$ cat src/rtl/pks_pkg.sv
// Package: default sizes and the sequencer phase type shared by the
// correlation peak search modules.
package pks_pkg;
    localparam int PKS_NUM_POS  = 50;   // candidate timing offsets
    localparam int PKS_VAL_W    = 11;   // signed correlation width
    localparam int PKS_LANES    = 10;   // entries examined per scan cycle
    localparam int PKS_REST_LAT = 7;    // cycles from verdict to results

    typedef enum logic [1:0] {
        SEQ_IDLE = 2'd0,
        SEQ_SCAN = 2'd1,
        SEQ_POST = 2'd2
    } seq_phase_e;
endpackage

$ cat src/rtl/pks_store.sv
// Module: pks_store
// Holds one signed correlation result per candidate offset.
// Assumes: the caller blocks writes during a search; an index of
// NUM_POS or more matches no entry and is dropped here.
module pks_store #(
    parameter  int NUM_POS = 50,
    parameter  int VAL_W   = 11,
    localparam int IDX_W   = $clog2(NUM_POS)
) (
    input  logic                    clk,
    input  logic                    rst_n,
    input  logic                    clr,
    input  logic                    we,
    input  logic [IDX_W-1:0]        widx,
    input  logic signed [VAL_W-1:0] wval,
    output logic signed [VAL_W-1:0] vals [NUM_POS]
);

    // Entry update: zero on reset or clear, otherwise take the addressed write.
    always_ff @(posedge clk) begin
        for (int i = 0; i < NUM_POS; i++) begin
            if (!rst_n || clr) begin
                vals[i] <= '0;
            end else if (we && (widx == IDX_W'(i))) begin
                vals[i] <= wval;
            end
        end
    end

    AST_WRITE_LANDS: assert property (@(posedge clk) disable iff (!rst_n)
        (we && !clr && (int'(widx) < NUM_POS)) |=> (vals[$past(widx)] == $past(wval)))
        else $error("write did not land");

endmodule

$ cat src/rtl/pks_scan.sv
// Module: pks_scan
// Running largest-magnitude search, LANES entries per step, chunks
// taken in rising index order.
// Assumes: init comes one cycle before the first step, and the store
// does not change while stepping. A strict compare keeps the lowest
// index on equal magnitudes.
module pks_scan #(
    parameter  int NUM_POS = 50,
    parameter  int VAL_W   = 11,
    parameter  int LANES   = 10,
    localparam int IDX_W   = $clog2(NUM_POS),
    localparam int NCHUNK  = (NUM_POS + LANES - 1) / LANES,
    localparam int CH_W    = (NCHUNK > 1) ? $clog2(NCHUNK) : 1
) (
    input  logic                    clk,
    input  logic                    rst_n,
    input  logic                    clr,
    input  logic                    init,
    input  logic                    step,
    input  logic [CH_W-1:0]         chunk,
    input  logic signed [VAL_W-1:0] vals [NUM_POS],
    output logic [IDX_W-1:0]        best_pos,
    output logic [VAL_W-1:0]        best_mag
);

    // Two's complement magnitude; the most negative code maps to 2^(VAL_W-1).
    function automatic logic [VAL_W-1:0] mag_of(input logic signed [VAL_W-1:0] v);
        logic [VAL_W-1:0] r;
        r = v;
        if (v[VAL_W-1]) begin
            r = ~r + {{(VAL_W-1){1'b0}}, 1'b1};
        end
        return r;
    endfunction

    logic [IDX_W-1:0] cand_pos;
    logic [VAL_W-1:0] cand_mag;

    // Candidate: running best against this chunk's lanes, lowest index first.
    always_comb begin
        int               idx;
        logic [IDX_W-1:0] ix;
        logic [VAL_W-1:0] m;
        cand_pos = best_pos;
        cand_mag = best_mag;
        for (int j = 0; j < LANES; j++) begin
            idx = int'(chunk) * LANES + j;
            ix  = IDX_W'(idx);
            m   = mag_of(vals[ix]);
            if ((idx < NUM_POS) && (m > cand_mag)) begin
                cand_mag = m;
                cand_pos = ix;
            end
        end
    end

    // Best register: cleared on init, advanced on each step.
    always_ff @(posedge clk) begin
        if (!rst_n || clr || init) begin
            best_pos <= '0;
            best_mag <= '0;
        end else if (step) begin
            best_pos <= cand_pos;
            best_mag <= cand_mag;
        end
    end

    AST_PEAK_MONOTONE: assert property (@(posedge clk) disable iff (!rst_n)
        (step && !clr && !init) |=> (best_mag >= $past(best_mag)))
        else $error("peak magnitude fell during scan");

    AST_POS_RANGE: assert property (@(posedge clk) disable iff (!rst_n)
        int'(best_pos) < NUM_POS)
        else $error("peak position out of range");

endmodule

$ cat src/rtl/pks_pair.sv
// Module: pks_pair
// Captures the peak and its two neighbours (offsets wrap at the ends),
// then picks the neighbour whose pair with the peak has the greater
// energy.
// Assumes: decide comes one cycle after fetch, with the store unchanged.
module pks_pair #(
    parameter  int NUM_POS = 50,
    parameter  int VAL_W   = 11,
    localparam int IDX_W   = $clog2(NUM_POS),
    localparam int SQ_W    = 2 * VAL_W
) (
    input  logic                    clk,
    input  logic                    rst_n,
    input  logic                    clr,
    input  logic                    fetch,
    input  logic                    decide,
    input  logic [IDX_W-1:0]        peak_pos,
    input  logic signed [VAL_W-1:0] vals [NUM_POS],
    output logic signed [VAL_W-1:0] p_val,
    output logic signed [VAL_W-1:0] lo_val,
    output logic signed [VAL_W-1:0] hi_val,
    output logic                    upper
);

    // Two's complement magnitude, as in the scan.
    function automatic logic [VAL_W-1:0] mag_of(input logic signed [VAL_W-1:0] v);
        logic [VAL_W-1:0] r;
        r = v;
        if (v[VAL_W-1]) begin
            r = ~r + {{(VAL_W-1){1'b0}}, 1'b1};
        end
        return r;
    endfunction

    logic [IDX_W-1:0] lo_idx;
    logic [IDX_W-1:0] hi_idx;
    logic [SQ_W:0]    e_lo;
    logic [SQ_W:0]    e_hi;
    logic [SQ_W-1:0]  sq_p;
    logic [SQ_W-1:0]  sq_lo;
    logic [SQ_W-1:0]  sq_hi;

    // Neighbour offsets, wrapping modulo NUM_POS.
    always_comb begin
        lo_idx = (peak_pos == '0) ? IDX_W'(NUM_POS - 1) : peak_pos - IDX_W'(1);
        hi_idx = (peak_pos == IDX_W'(NUM_POS - 1)) ? '0 : peak_pos + IDX_W'(1);
    end

    // Pair energies as sums of squared magnitudes.
    always_comb begin
        sq_p  = SQ_W'(mag_of(p_val))  * SQ_W'(mag_of(p_val));
        sq_lo = SQ_W'(mag_of(lo_val)) * SQ_W'(mag_of(lo_val));
        sq_hi = SQ_W'(mag_of(hi_val)) * SQ_W'(mag_of(hi_val));
        e_lo  = {1'b0, sq_p} + {1'b0, sq_lo};
        e_hi  = {1'b0, sq_p} + {1'b0, sq_hi};
    end

    // Capture the three values on fetch; record the pairing on decide.
    always_ff @(posedge clk) begin
        if (!rst_n || clr) begin
            p_val  <= '0;
            lo_val <= '0;
            hi_val <= '0;
            upper  <= 1'b0;
        end else begin
            if (fetch) begin
                p_val  <= vals[peak_pos];
                lo_val <= vals[lo_idx];
                hi_val <= vals[hi_idx];
            end
            if (decide) begin
                upper <= (e_hi > e_lo);
            end
        end
    end

    AST_PAIR_PICK: assert property (@(posedge clk) disable iff (!rst_n)
        (decide && !clr && !fetch) |=> (upper == (mag_of(hi_val) > mag_of(lo_val))))
        else $error("pairing does not follow neighbour energy");

    AST_WRAP_LOW: assert property (@(posedge clk) disable iff (!rst_n)
        (fetch && !clr && (peak_pos == '0)) |=> (lo_val == $past(vals[NUM_POS-1])))
        else $error("lower neighbour did not wrap");

    AST_WRAP_HIGH: assert property (@(posedge clk) disable iff (!rst_n)
        (fetch && !clr && (peak_pos == IDX_W'(NUM_POS - 1))) |=> (hi_val == $past(vals[0])))
        else $error("upper neighbour did not wrap");

endmodule

$ cat src/rtl/peak_acq_search.sv
// Module: peak_acq_search (top)
// Stores one correlation result per offset. On start it scans the store
// in chunks, gives a threshold verdict, then reports the peak, its
// neighbours and the stronger pairing.
// Assumes: thresh is held steady during a search; REST_LAT >= 3.
module peak_acq_search
    import pks_pkg::*;
#(
    parameter  int NUM_POS   = PKS_NUM_POS,
    parameter  int VAL_W     = PKS_VAL_W,
    parameter  int LANES     = PKS_LANES,
    parameter  int REST_LAT  = PKS_REST_LAT,
    localparam int IDX_W     = $clog2(NUM_POS),
    localparam int NCHUNK    = (NUM_POS + LANES - 1) / LANES,
    localparam int CH_W      = (NCHUNK > 1) ? $clog2(NCHUNK) : 1,
    localparam int DET_AT    = NCHUNK + 1,
    localparam int FETCH_AT  = DET_AT + 1,
    localparam int DECIDE_AT = DET_AT + 2,
    localparam int DONE_AT   = DET_AT + REST_LAT,
    localparam int CNT_W     = $clog2(DONE_AT + 1)
) (
    input  logic                    clk,
    input  logic                    rst_n,
    input  logic                    clr,
    input  logic                    wr_en,
    input  logic [IDX_W-1:0]        wr_idx,
    input  logic signed [VAL_W-1:0] wr_val,
    input  logic                    start,
    input  logic [VAL_W-1:0]        thresh,
    output logic                    busy,
    output logic                    det_valid,
    output logic                    detected,
    output logic                    res_valid,
    output logic [IDX_W-1:0]        peak_pos,
    output logic signed [VAL_W-1:0] peak_val,
    output logic signed [VAL_W-1:0] lo_val,
    output logic signed [VAL_W-1:0] hi_val,
    output logic                    pair_upper
);

    logic [CNT_W-1:0]        cnt;
    seq_phase_e              phase;
    logic                    accept;
    logic                    step;
    logic [CH_W-1:0]         chunk;
    logic                    at_det;
    logic                    at_fetch;
    logic                    at_decide;
    logic                    at_done;
    logic signed [VAL_W-1:0] vals [NUM_POS];
    logic [IDX_W-1:0]        best_pos;
    logic [VAL_W-1:0]        best_mag;
    logic signed [VAL_W-1:0] pr_p;
    logic signed [VAL_W-1:0] pr_lo;
    logic signed [VAL_W-1:0] pr_hi;
    logic                    pr_upper;

    // Phase decode from the search age counter.
    always_comb begin
        accept    = !busy && start;
        at_det    = busy && (cnt == CNT_W'(DET_AT));
        at_fetch  = busy && (cnt == CNT_W'(FETCH_AT));
        at_decide = busy && (cnt == CNT_W'(DECIDE_AT));
        at_done   = busy && (cnt == CNT_W'(DONE_AT));
        if (!busy) begin
            phase = SEQ_IDLE;
        end else if ((cnt >= CNT_W'(1)) && (cnt <= CNT_W'(NCHUNK))) begin
            phase = SEQ_SCAN;
        end else begin
            phase = SEQ_POST;
        end
        step  = (phase == SEQ_SCAN);
        chunk = CH_W'(cnt - CNT_W'(1));
    end

    // Search age counter: starts at 1 on accept and runs until DONE_AT.
    always_ff @(posedge clk) begin
        if (!rst_n || clr) begin
            busy <= 1'b0;
            cnt  <= '0;
        end else if (!busy) begin
            if (start) begin
                busy <= 1'b1;
                cnt  <= CNT_W'(1);
            end
        end else if (at_done) begin
            busy <= 1'b0;
            cnt  <= '0;
        end else begin
            cnt <= cnt + CNT_W'(1);
        end
    end

    pks_store #(.NUM_POS(NUM_POS), .VAL_W(VAL_W)) u_store (
        .clk   (clk),
        .rst_n (rst_n),
        .clr   (clr),
        .we    (wr_en && !busy),
        .widx  (wr_idx),
        .wval  (wr_val),
        .vals  (vals)
    );

    pks_scan #(.NUM_POS(NUM_POS), .VAL_W(VAL_W), .LANES(LANES)) u_scan (
        .clk      (clk),
        .rst_n    (rst_n),
        .clr      (clr),
        .init     (accept),
        .step     (step),
        .chunk    (chunk),
        .vals     (vals),
        .best_pos (best_pos),
        .best_mag (best_mag)
    );

    pks_pair #(.NUM_POS(NUM_POS), .VAL_W(VAL_W)) u_pair (
        .clk      (clk),
        .rst_n    (rst_n),
        .clr      (clr),
        .fetch    (at_fetch),
        .decide   (at_decide),
        .peak_pos (best_pos),
        .vals     (vals),
        .p_val    (pr_p),
        .lo_val   (pr_lo),
        .hi_val   (pr_hi),
        .upper    (pr_upper)
    );

    // Verdict: threshold test on the finished scan, one-cycle valid pulse.
    always_ff @(posedge clk) begin
        if (!rst_n || clr) begin
            det_valid <= 1'b0;
            detected  <= 1'b0;
        end else begin
            det_valid <= at_det;
            if (at_det) begin
                detected <= (best_mag >= thresh);
            end
        end
    end

    // Results: publish position, values and pairing together.
    always_ff @(posedge clk) begin
        if (!rst_n || clr) begin
            res_valid  <= 1'b0;
            peak_pos   <= '0;
            peak_val   <= '0;
            lo_val     <= '0;
            hi_val     <= '0;
            pair_upper <= 1'b0;
        end else begin
            res_valid <= at_done;
            if (at_done) begin
                peak_pos   <= best_pos;
                peak_val   <= pr_p;
                lo_val     <= pr_lo;
                hi_val     <= pr_hi;
                pair_upper <= pr_upper;
            end
        end
    end

    AST_START_BUSY: assert property (@(posedge clk) disable iff (!rst_n)
        (start && !busy && !clr) |=> busy)
        else $error("accepted start did not raise busy");

    AST_RES_ENDS: assert property (@(posedge clk) disable iff (!rst_n)
        res_valid |-> (!busy && $past(busy)))
        else $error("result pulse outside search end");

    AST_DET_PULSE: assert property (@(posedge clk) disable iff (!rst_n)
        det_valid |=> !det_valid)
        else $error("verdict pulse longer than one cycle");

    AST_HOLD_RESULT: assert property (@(posedge clk) disable iff (!rst_n)
        (!res_valid && !$past(clr)) |-> $stable(peak_pos))
        else $error("peak position moved between results");

    AST_CLEAR: assert property (@(posedge clk) disable iff (!rst_n)
        clr |=> (!detected && !res_valid && !busy && (peak_pos == '0)))
        else $error("clear left state behind");

endmodule

$ cat config.mk
export PLATFORM = sky130hd
export DESIGN_NAME = peak_acq_search
export DESIGN_NICKNAME = d
export VERILOG_FILES = /design/src/rtl/pks_pkg.sv /design/src/rtl/pks_store.sv /design/src/rtl/pks_scan.sv /design/src/rtl/pks_pair.sv /design/src/rtl/peak_acq_search.sv
export SDC_FILE = /design/constraint.sdc
export NUM_CORES = 2
export LEC_CHECK = 0
export BUFFER_PORTS_ARGS = -buffer_cell sky130_fd_sc_hd__buf_2
export CORE_AREA = 2 2 471 473
export CTS_BUF_LIST = sky130_fd_sc_hd__clkbuf_2 sky130_fd_sc_hd__clkbuf_4 sky130_fd_sc_hd__clkbuf_8
export DETAILED_ROUTE_END_ITERATION = 8
export DIE_AREA = 0 0 473 475
export SLEW_MARGIN = 20
export SYNTH_ARGS = -nofsm -noshare
export SYNTH_HDL_FRONTEND = slang
export SYNTH_HIERARCHICAL = 1
export SYNTH_SLANG_ARGS = --single-unit
export TNS_END_PERCENT = 10
$ cat constraint.sdc
create_clock -name clk -period 70.3 [get_ports clk]
set_clock_uncertainty 0.1 [all_clocks]
set_input_delay 7.03 -clock clk [delete_from_list [all_inputs] [get_ports clk]]
set_output_delay 7.03 -clock clk [all_outputs]
set_load 0.05 [all_outputs]
==> out/metrics.cfg <==
[route]
remaining_drc_errors = 0
routed_via_density = 6.893
firstDrtPassIters = 8
routed_wirelength_um = 394300
routedWlPerCell_um = 36.15
ant_nets = 0
via_count = 75160
drt_iter0_markers = 12600

[global_routing]
grt_usage_pct = 34.15
grt_pass1_wl_um = 548800
antenna_found_initial = 34
grt_max_degree = 128
grtUsageMet2_pct = 46.83
grt_pass1_vias = 70470
grtUsageMet3_pct = 17.03
grt_busiest_layer = met2
gr-total-overflow = 0
gr-usage-met1_pct = 40.91

[finish]
multi_input_area_sq_um = 58990
fin_util_pct = 37.98
n_fill_cell = 21630
area_delta_synth_final_pct = 8.586
fin_cells = 10910
seq_area_sq_um = 13010
nets = 8484
stdcell_area_sq_um = 83220
drive_gt1_share_pct = 20.91

[cts]
cts_max_level = 4
cts_root_buffer = clkbuf_8
tritoncts = done
ctsHoldBuffers = 0
cts_buffers = 132
clock_path_buffers = 3
clk_transition_reported_paths_ns = 0.06
post_cts_buffers = 0
clock_sinks = 649
postCtsResizedCells = 0
clock_latency_ns = 1.04

[critical_path]
critical_path.slowest_cell = mux2i_1
critPathCaptureType = flop
slowest_delay_ns = 1.06
cp-start-kind = flop
crit_type = flop to flop
critPathMaxFanout = 67
cp.arrival_ns = 29.95
crit_required_ns = 71.07

[sta]
rsz0062_at_grt = false
worst_pin_slew_ns = 1.313
min_period_ns = 29.18
fin_crit_sh_pct = 41.51
setup_viol = 0
whs_ns = 0.3531
max_slew_margin_pct = 9.983
drv_slew = 0
hold_violations = 0
fmax_mhz = 34.27
setup_slack_ns = 41.12
finalSetupTns_ns = 0

[floorplanning]
num_io_pins = 77
start_util_pct = 34.98
dieArea_sq_um = 224700
die_w_um = 473
core-area_sq_um = 219100
num_rows = 172
die_y_um = 475

[yosys]
ys_types = 123
synthMuxAreaShare_pct = 36.93
postSynthCellCount = 8081
seq_area_frac_synth_pct = 16.95
synth_top_family_by_area = multiplexers
netlist_area_sq_um = 76640
avgSynthCellArea_sq_um = 9.484
synth-xor-area-share_pct = 2.168
synthArstFlopShare_pct = 0
ys_ff_latch = 649
yosys_warnings = 6
synth-compound-area-share_pct = 13.35
synth-edff-count = 0
synth_ff_type = dfxtp_1
synth_fa_ha_area_share_pct = 11.25
yosys.area_share.simple_pct = 12.52

[power]
ir_worst_vdd_mv = 0.03948
p_leak_nw = 34.25
powerDensity_nw_per_um2 = 25.70
total_power_mw = 2.139

[worst_hold_path]
min_path_type = flop to flop

[placed_design]
port_buffers = 76
post-dp-hpwl_um = 279600
gp_congestion = 1.072
dpl-instance-area_sq_um = 80050
dp.cells = 10640
post-place-ws_ns = 41.76

[flow_run]
drv_cap = 0

[status]
status = finished clean

critical path: cells and delay by family (launching register included):
family	cells	cell delay [ns]
AOI/OAI and AO/OA	47	10.00
xor gates and xnor gates	2	0.88
muxes	7	3.27
DFF	1	0.43
adders and majority gates	14	4.43
buffers and inverters	14	3.28
and+or+nand+nor	29	6.62
final cells by class:
| type | count | area share [%] |
|---|---|---|
| inverters | 552 | 2.511 |
| multi-input cells | 6234 | 70.88 |
| diodes | 30 | 0.09021 |
| flip-flops and latches | 649 | 15.63 |
| clock buffers | 192 | 2.995 |
| repair buffers | 336 | 2.893 |
| well taps | 2871 | 4.317 |
| clock inverters | 41 | 0.6781 |
synth_stat cells (all sizes together), types with 74 or more instances:
| cell type | count | area [sq um] |
|---|---|---|
| o22ai | 128 | 800.8 |
| nor2 | 368 | 1384 |
| o211ai | 74 | 565.5 |
| nor3 | 89 | 450.4 |
| mux2 | 97 | 1096 |
| ha | 312 | 3904 |
| a21oi | 349 | 1758 |
| mux4 | 816 | 18400 |
| nand3 | 101 | 510.5 |
| mux2i | 880 | 8808 |
| clkbuf | 321 | 1207 |
| xnor2 | 141 | 1242 |
| inv | 546 | 2049 |
| nand2 | 1235 | 4636 |
| dfxtp | 649 | 12990 |
| a31oi | 85 | 546.8 |
| o21ai | 324 | 1678 |
| fa | 234 | 4684 |
| buf | 344 | 1951 |
cell families (layout without fill, tap and decap cells):
| group | Yosys count | in the layout |
|---|---|---|
| muxes | 1793 | 1793 |
| buffers and inverters | 1217 | 1121 |
| adders and majority gates | 549 | 549 |
| other | 2 | 51 |
| and+or+nand+nor | 2159 | 2159 |
| AOI/OAI and AO/OA | 1524 | 1524 |
| DFF | 649 | 649 |
| xor gates and xnor gates | 188 | 188 |
worst paths after layout:
check,start,endpoint,slack (ns),cells past startpoint
worst max register to register,cnt[0],u_scan/best_pos[1],41.12,113
worst min-delay path,lo_val[9],lo_val[9],0.35,2
worst min register to register,lo_val[9],lo_val[9],0.35,2
worst max-delay path,cnt[0],u_scan/best_pos[1],41.12,113
cell usage in the layout, fill, tap and decap left out, drive strengths merged, types with 54 or more instances in the layout:
cell type  synthesis  final
a211oi            71     71
a21oi            349    349
a31oi             85     85
buf              344    336
clkbuf           321    192
dfxtp            649    649
fa               234    234
ha               312    312
inv              546    558
mux2              97     97
mux2i            880    880
mux4             816    816
nand2           1235   1235
nand2b            57     57
nand3            101    101
nor2             368    368
nor2b             54     54
nor3              89     89
o211ai            74     74
o21ai            324    324
o221ai            71     71
o22ai            128    128
xnor2            141    141
routing by layer:
metal / vias to the layer above / part of all wire, %
met4: 24 / 8.9
met1: 37140 / 36
li1: 29790 / -
met3: 1739 / 16
met5: - / 0.099
met2: 6468 / 40
registers in the layout, indices dropped and copies added, names as in the netlist, 11 cells and up:
register         flops
lo_val              11
peak_val            11
u_pair/hi_val       11
u_pair/lo_val       11
u_store/vals       550
u_scan/best_mag     11
hi_val              11
u_pair/p_val        11
where the power goes:
group	switching [mW]	internal [mW]
Clock	0.215	0.262
Sequential	0.00343	0.369
Combinational	0.840	0.449
Note: power is estimated with default switching activity, not from simulation.
